===== src/rtl/sfc_pkg.sv =====
package sfc_pkg;

    localparam int NFAULT = 5;

    typedef enum logic [2:0] {
        MD_REAL   = 3'd0,
        MD_V86    = 3'd1,
        MD_PROT   = 3'd2,
        MD_COMPAT = 3'd3,
        MD_LONG   = 3'd4
    } mode_e;

    // Fault index in the vector; the code is the index plus one.
    localparam int FI_UD = 0;
    localparam int FI_NM = 1;
    localparam int FI_SS = 2;
    localparam int FI_GP = 3;
    localparam int FI_AC = 4;

    typedef enum logic [2:0] {
        FC_NONE = 3'd0,
        FC_UD   = 3'd1,
        FC_NM   = 3'd2,
        FC_SS   = 3'd3,
        FC_GP   = 3'd4,
        FC_AC   = 3'd5
    } fcode_e;

    localparam logic [15:0] OPND_LAST = 16'd511;

    // True when a 512-byte operand starting at a16 runs past FFFFh.
    function automatic logic beyond_64k(input logic [15:0] a16);
        return a16 > (16'hFFFF - OPND_LAST);
    endfunction

    typedef struct packed {
        logic ss;
        logic gp;
        logic ac;
    } mode_flt_t;

endpackage


===== src/rtl/sfc_mode_rules.sv =====
module sfc_mode_rules
    import sfc_pkg::*;
#(
    parameter int ADDR_W        = 64,
    parameter int AC_ALIGN_LOG2 = 1
) (
    input  logic [2:0]        mode,
    input  logic [ADDR_W-1:0] addr,
    input  logic              seg_stack,
    input  logic [1:0]        cpl,
    input  logic              ac_en,
    input  logic              canon_ok,
    output mode_flt_t         flt
);
    localparam logic [3:0] AC_MASK = 4'((1 << AC_ALIGN_LOG2) - 1);

    logic misal, ac_pick, upper_set;

    assign misal     = addr[3:0] != 4'd0;
    assign ac_pick   = (cpl == 2'd3) && ac_en && ((addr[3:0] & AC_MASK) != 4'd0);
    assign upper_set = |addr[ADDR_W-1:16];

    always_comb begin
        flt = '0;
        case (mode_e'(mode))
            MD_REAL: begin
                flt.gp = misal || upper_set || beyond_64k(addr[15:0]);
            end
            MD_V86: begin
                flt.ac = misal;
            end
            MD_PROT, MD_COMPAT: begin
                flt.ac = misal && ac_pick;
                flt.gp = misal && !ac_pick;
            end
            MD_LONG: begin
                flt.ss = !canon_ok && seg_stack;
                flt.gp = (!canon_ok && !seg_stack) || (misal && !ac_pick);
                flt.ac = misal && ac_pick;
            end
            default: flt = '0;
        endcase
    end
endmodule


===== src/rtl/sfc_prio.sv =====
module sfc_prio
    import sfc_pkg::*;
(
    input  logic [NFAULT-1:0] raw,
    output logic [NFAULT-1:0] win,
    output logic [2:0]        code
);
    always_comb begin
        win  = '0;
        code = FC_NONE;
        for (int i = NFAULT - 1; i >= 0; i--) begin
            if (raw[i]) begin
                win  = '0;
                win[i] = 1'b1;
                code = 3'(i + 1);
            end
        end
    end
endmodule


===== src/rtl/save_fault_check.sv =====
module save_fault_check
    import sfc_pkg::*;
#(
    parameter int ADDR_W        = 64,
    parameter int AC_ALIGN_LOG2 = 1
) (
    input  logic              clk,
    input  logic              rst,
    input  logic              req,
    input  logic [2:0]        mode,
    input  logic              cr_ts,
    input  logic              cr_em,
    input  logic              feat_ok,
    input  logic              lock_pfx,
    input  logic [ADDR_W-1:0] addr,
    input  logic              seg_stack,
    input  logic [1:0]        cpl,
    input  logic              ac_en,
    input  logic              canon_ok,
    output logic              rsp_valid,
    output logic [4:0]        fault_vec,
    output logic [2:0]        fault_code
);
    mode_flt_t         mflt;
    logic [NFAULT-1:0] raw, win;
    logic [2:0]        code_c;

    sfc_mode_rules #(.ADDR_W(ADDR_W), .AC_ALIGN_LOG2(AC_ALIGN_LOG2)) u_rules (
        .mode(mode), .addr(addr), .seg_stack(seg_stack), .cpl(cpl),
        .ac_en(ac_en), .canon_ok(canon_ok), .flt(mflt)
    );

    always_comb begin
        raw        = '0;
        raw[FI_UD] = !feat_ok || lock_pfx;
        raw[FI_NM] = cr_ts || cr_em;
        raw[FI_SS] = mflt.ss;
        raw[FI_GP] = mflt.gp;
        raw[FI_AC] = mflt.ac;
    end

    sfc_prio u_prio (.raw(raw), .win(win), .code(code_c));

    always_ff @(posedge clk) begin
        if (rst) begin
            rsp_valid  <= 1'b0;
            fault_vec  <= '0;
            fault_code <= FC_NONE;
        end else begin
            rsp_valid  <= req;
            fault_vec  <= req ? win : '0;
            fault_code <= req ? code_c : FC_NONE;
        end
    end

    p_idle_quiet_r2: assert property (@(posedge clk) disable iff (rst)
        !req |=> (!rsp_valid && fault_vec == '0 && fault_code == 3'd0));
    p_req_valid_r2: assert property (@(posedge clk) disable iff (rst)
        req |=> rsp_valid);
    p_onehot_r10: assert property (@(posedge clk) disable iff (rst)
        $onehot0(fault_vec));
    p_code_matches_r10: assert property (@(posedge clk) disable iff (rst)
        (fault_code == 3'd0) == (fault_vec == '0));
    p_ud_first_r3: assert property (@(posedge clk) disable iff (rst)
        (req && (!feat_ok || lock_pfx)) |=> (fault_code == FC_UD));
    p_nm_second_r4: assert property (@(posedge clk) disable iff (rst)
        (req && feat_ok && !lock_pfx && (cr_ts || cr_em)) |=> (fault_code == FC_NM));
    p_v86_no_gp_r9: assert property (@(posedge clk) disable iff (rst)
        (req && mode == 3'd1) |=> (!fault_vec[FI_GP] && !fault_vec[FI_SS]));
    p_reserved_mode_r11: assert property (@(posedge clk) disable iff (rst)
        (req && mode > 3'd4) |=> (fault_vec[4:2] == 3'b000));
endmodule


===== config.mk =====
export PLATFORM = sky130hd
export DESIGN_NAME = save_fault_check
export DESIGN_NICKNAME = d
export VERILOG_FILES = /design/src/rtl/sfc_pkg.sv /design/src/rtl/sfc_mode_rules.sv /design/src/rtl/sfc_prio.sv /design/src/rtl/save_fault_check.sv
export SDC_FILE = /design/constraint.sdc
export NUM_CORES = 1
export LEC_CHECK = 0
export CAP_MARGIN = 20
export CELL_PAD_IN_SITES_DETAIL_PLACEMENT = 0
export CELL_PAD_IN_SITES_GLOBAL_PLACEMENT = 1
export CORE_MARGIN = 5
export CORE_UTILIZATION = 11
export CTS_BUF_LIST = sky130_fd_sc_hd__clkbuf_8
export CTS_CLUSTER_DIAMETER = 100
export DETAILED_ROUTE_END_ITERATION = 12
export HOLD_SLACK_MARGIN = 0.08
export PLACE_DENSITY_LB_ADDON = 0.15
export SKIP_CTS_REPAIR_TIMING = 1
export SLEW_MARGIN = 20
export SYNTH_ARGS = -nofsm -noshare
export SYNTH_HDL_FRONTEND = slang
export SYNTH_SLANG_ARGS = --single-unit

===== constraint.sdc =====
create_clock -name clk -period 1.3 [get_ports clk]
set_input_delay 0.195 -clock clk [delete_from_list [all_inputs] [get_ports clk]]
set_output_delay 0.195 -clock clk [all_outputs]
set_load 0.01 [all_outputs]

---- Word level (Yosys, flattened, before mapping) ----
Cells that the tools add are included.
W data, S select, Z words.
storage, ports and cells
  bits in registers ....................... 9
  word-level logic and storage cells ...... 54
  output and inout port bits .............. 9
operators by class
  mux-type cells .......................... 13
  equality and inequality tests ........... 5
  reductions and logical operators ........ 25
  order comparisons ....................... 1
  bitwise gates (word level) .............. 1
operator list
  cell                    count
  $reduce_or A48 Y1       1
  $gt A16 B16 Y1 const B  1
  $mux W3                 3
  $eq A3 B2 Y1 const B    2
  $logic_and A1 B1 Y1     6
  $mux W2                 3
  $reduce_or A3 Y1        2
  $reduce_or A6 Y1        1
  $logic_or A1 B1 Y1      5
  $mux W5                 1
  $reduce_or A5 Y1        1
  $logic_not A1 Y1        4
  $mux W4                 1
  $reduce_bool A4 Y1      1
  $reduce_or A2 Y1        2
  $reduce_or A4 Y1        1
  $eq A3 B1 Y1 const B    1
  $eq A3 B3 Y1 const B    1
  $logic_not A3 Y1        1
  $mux W1                 3
  $pmux W1 S3             1
  $eq A2 B2 Y1 const B    1
  $pmux W1 S2             1
  $not A1 Y1              1

---- Longest topological paths before layout ----
  depth after elaboration ................. 11
  depth in mapped cells ................... 4

---- Hierarchy ----
Synthesis repeated with hierarchy kept, for this count alone.
unflattened totals
  cell total of the unflattened synthesis .. 69
  area, all modules ....................... 595.6 µm²
modules (own cells, without submodules)
  module            sequential area each (µm²)  cells each  area each (µm²)  times used
  save_fault_check  180.2                       20          269.0            1
  sfc_mode_rules    0.0                         37          252.7            1
  sfc_prio          0.0                         12          73.8             1

---- Worst setup path before layout ----
OpenSTA, ideal clock, no wires.
  path type ............................... input to register
  from .................................... input port addr[0]
  to ...................................... register fault_code[2]
  cell stages on the path ................. 4
  path slack .............................. 0.004 ns
  arrival ................................. 1.165 ns
  path buffers ............................ 0
  cells stage by stage .................... or4_1 a22o_1 a211oi_2 a31oi_1
on the way
  cells in the longest elaborated chain, start to end .. 6
  elaborated cells on any way between the ends .. 13
  classes of those cells .................. order compare (1); mux (4); reduce/logical (8)
ends and longest elaborated chain
  item                                                                    line                    source
  from (decl)                                                             save_fault_check.sv:15  input logic [ADDR_W-1:0] addr,
  parallel branches: the longest is 5 deep, another holds $gt A16 B16 Y1  -
  $mux W3 *                                                               sfc_prio.sv:12          if (raw[i]) begin
  to (signal assigned)                                                    save_fault_check.sv:52  fault_code <= req ? code_c : FC_NONE;
  to (decl)                                                               save_fault_check.sv:22  output logic [2:0] fault_code
Mark *: on every way between the ends.
A chain may end at the register's enable or synchronous reset.

---- Worst setup path in the final report ----
  from .................................... input port addr[38]
  to ...................................... register fault_vec[3]
on the way
  cells in the longest elaborated chain, start to end .. 5
ends and longest elaborated chain
  item                             line                    source
  $reduce_or A48 Y1                sfc_mode_rules.sv:21    assign upper_set = |addr[ADDR_W-1:16];
  $logic_or A1 B1 Y1 (2 in a row)  sfc_mode_rules.sv:27    flt.gp = misal || upper_set || beyond_64k(addr[15:0]);
  $pmux W1 S3                      sfc_mode_rules.sv:25    case (mode_e'(mode))
  $mux W4                          sfc_prio.sv:12
  to (signal assigned)             save_fault_check.sv:51  fault_vec <= req ? win : '0;
  to (decl)                        save_fault_check.sv:21  output logic [4:0] fault_vec,
Every way passes these cells.

==> flow_summary_export.csv <==
group,metric,value,unit
global_route,grt_pass1_wl,4112,um
finish,area_growth,241.0,%
placement,postPlaceCellArea,1496,um2
synth,synth-edff-count,0,
synth,synthMuxAreaShare,0,%
pwr,leakage,0.9742,nW
timing,period_needed,1258,ps
setup_path,cp_top_family,"simple AND/OR/NAND/NOR gates",
clock_network,htree_levels,1,
route,ant_nets,0,
placement,placed_cells,212,
finish,fin_cells,219,
synth,synth.distinct_cells,24,
timing,drv_slew,0,
route,via_per_inst,4.242,
synth,synth_adder_area_share,0,%
route,wl,2962,um
global_route,grt_use_met3,3.175,%
setup_path,critPathLaunchType,"input port",
setup_path,max_stage_delay,420,ps
placement,io_buffers,87,
clock_network,clk_path_buf_depth,2,
timing,fin_ws,41.77,ps
setup_path,crit_slowest_cell,"clkdlybuf4s50_1",
hold_path,hp-class,"input port to flip-flop",
clock_network,cts-buffers-inserted,3,
timing,relSlewSlack,78.12,%
timing,max_freq,0.7948,GHz
synth,synth-async-reset-ratio,0,%
clock_network,cts_tree,"done",
setup_path,path_depth,5,
synth,synth_ff_type,"dfxtp_1",
global_route,grt_pass1_vias,962,
floorplanning,start_util,11.25,%
global_route,grt_usage,8.227,%
synth,syn_nets,146,
clock_network,clock_tree.root_cell,"clkbuf_8",
floorplanning,die_h,79.28,um
route,wl_per_cell,13.53,um
route,vias,929,
global_route,antenna_found_initial,0,
timing,max_slew.worst_pin.slew,326.4,ps
placement,pre_cts_ws,-534.6,ps
global_route,grt_use_met2,15.82,%
global_route,grt_most_used_layer,"met2",
placement,dp_hpwl,2508,um
run_status,outcome,"finished, final reports clean",
finish,fillers,474,
finish,drive_gt1_share,20.00,%
timing,fin_crit_sh,96.79,%
setup_path,path_class,"input port to flip-flop",
setup_path,crit_buf_inv,1,
synth,synth_seq_area_share,34.12,%
hold_path,whs_path_depth,4,
synth,synthSimpleGateAreaFrac,47.63,%
global_route,grt_max_degree,6,
route,drt_iter0_drc,12,
setup_path,worstPathRequired,1390,ps
synth,synthXorXnorAreaFrac,0,%
route,dr.pass1.iters,2,
synth,synth_compound_area_share,16.11,%
flow_run,drv_cap,0,
placement,routabilityCongestion,0.7017,
clock_network,cts.sinks,9,
synth,netlist_area,528.0,um2
timing,hold_violations,0,
floorplanning,ios,88,
setup_path,path_cells,"clkdlybuf4s50_1, nor4_2, nand4_1, o21ai_2, a31oi_1",
synth,syn_avg_cell_area,7.881,um2
global_route,grtUsageMet1,7.766,%
timing,finalSetupViolCount,0,
floorplanning,num_rows,25,
finish,fin_area,1800,um2
route,drc,0,
pwr,p_per_area,514.0,nW/um2
finish,n_antenna_cell,0,
floorplanning,core-area,4692,um2
pwr,peakVddDrop,0.0001438,V
floorplanning,die_area,6285,um2
clock_network,clkTransAtPathRegs,40,ps
synth,syn_inst,67,
synth,synth_top_family_by_area,"simple AND/OR/NAND/NOR gates",
synth,yosys_warnings,0,
floorplanning,dieWidth,79.28,um
setup_path,worst-path-max-fanout,2,
finish,nets,245,
setup_path,critical_path_arrival,1350,ps
global_route,grt-ovfl-total,0,
synth,ys_seq_elements,9,
setup_path,crit_path_end_kind,"flip-flop",
==> area by class of cell <==
class                   count  area, um2  area share [%]
clock buffers               3      41.29           2.293
clock inverters             1      3.754          0.2085
multi-input cells          55      479.2           26.62
flip-flops and latches      9      180.2           10.01
well taps                  54      67.56           3.753
inverters                   3      11.26          0.6254
repair buffers             94       1017           56.50
==> registers in the layout (all words and copies together) (netlist names) <==
signal / count
rsp_valid: 1
fault_code: 3
fault_vec: 5
==> cell usage in the layout (no fill, tap or decap), drive strengths merged <==
master          n
clkdlybuf4s50  45
inv             4
dlymetal6s2s   40
or4             1
nand4           4
nand2           5
nor4           14
a211oi          3
nand3           2
nor2b           1
o22ai           1
nand2b          1
nor3            2
nand4bb         1
and2            2
a21oi           2
nor4b           1
dfxtp           9
o31ai           2
or3b            2
buf             7
or2b            1
o21ai           1
a22o            1
a31oi           2
nor2            6
clkbuf          5
==> cell families (layout without fill, tap and decap cells) <==
logic type             count (synthesis)  in the layout
AO/OA/AOI/OAI                         12             12
buffers and inverters                  3            101
flip-flops                             9              9
AND/OR/NAND/NOR                       43             43
==> power breakdown <==
part | switching [mW] | total [mW] | internal [mW]
Clock | 0.102 | 0.307 | 0.205
Combinational | 0.0958 | 0.332 | 0.237
Sequential | 0.00170 | 0.286 | 0.284
Total | 0.200 | 0.925 | 0.726
==> per-layer routing <==
metal  routed length [um]  part of all wire (%)  vias to the layer above
li1                     -                     -                      461
met1                 1007                    34                      411
met2                 1602                    54                       55
met3                  337                    11                        2
met4                   14                  0.47                        0
met5                    0                     0                        -
==> tightest hold or removal path, delay by kind of cell <==
family | cells | cell delay (ps)
and+or+nand+nor | 1 | 100
buffers and inverters | 1 | 160
AOI/OAI and AO/OA | 2 | 140
==> per-stage QoR <==
step / utilization [%] / total power [mW] / setup TNS (ps) / hold WS [ps]
4_1_cts: 32.85 / 0.9225 / -884.3 / 623.2
6_report: 38.37 / 0.9254 / 0 / 432.1
3_5_place_dp: 31.89 / 0.6049 / -2178 / 853.7
3_3_place_gp: 31.89 / 0.5999 / -2013 / 850.3
2_1_floorplan: - / 0.3364 / 0 / 325.7
5_1_grt: 38.37 / 0.9853 / -3.232 / 493.6
==> cell usage after synthesis, types with 3 or more instances <==
master | instances | area share, %
nand2_1 | 5 | 3.6
nor4_1 | 14 | 17
dfxtp_1 | 9 | 34
nand4_1 | 4 | 4.7
inv_1 | 3 | 2.1
nor2_1 | 6 | 4.3
==> worst paths after layout <==
check                start       endpoint  slack [ps]
hold / removal     mode[2]  fault_code[2]         430
setup / recovery  addr[38]   fault_vec[3]          40
(Power assumes the default switching activity.)
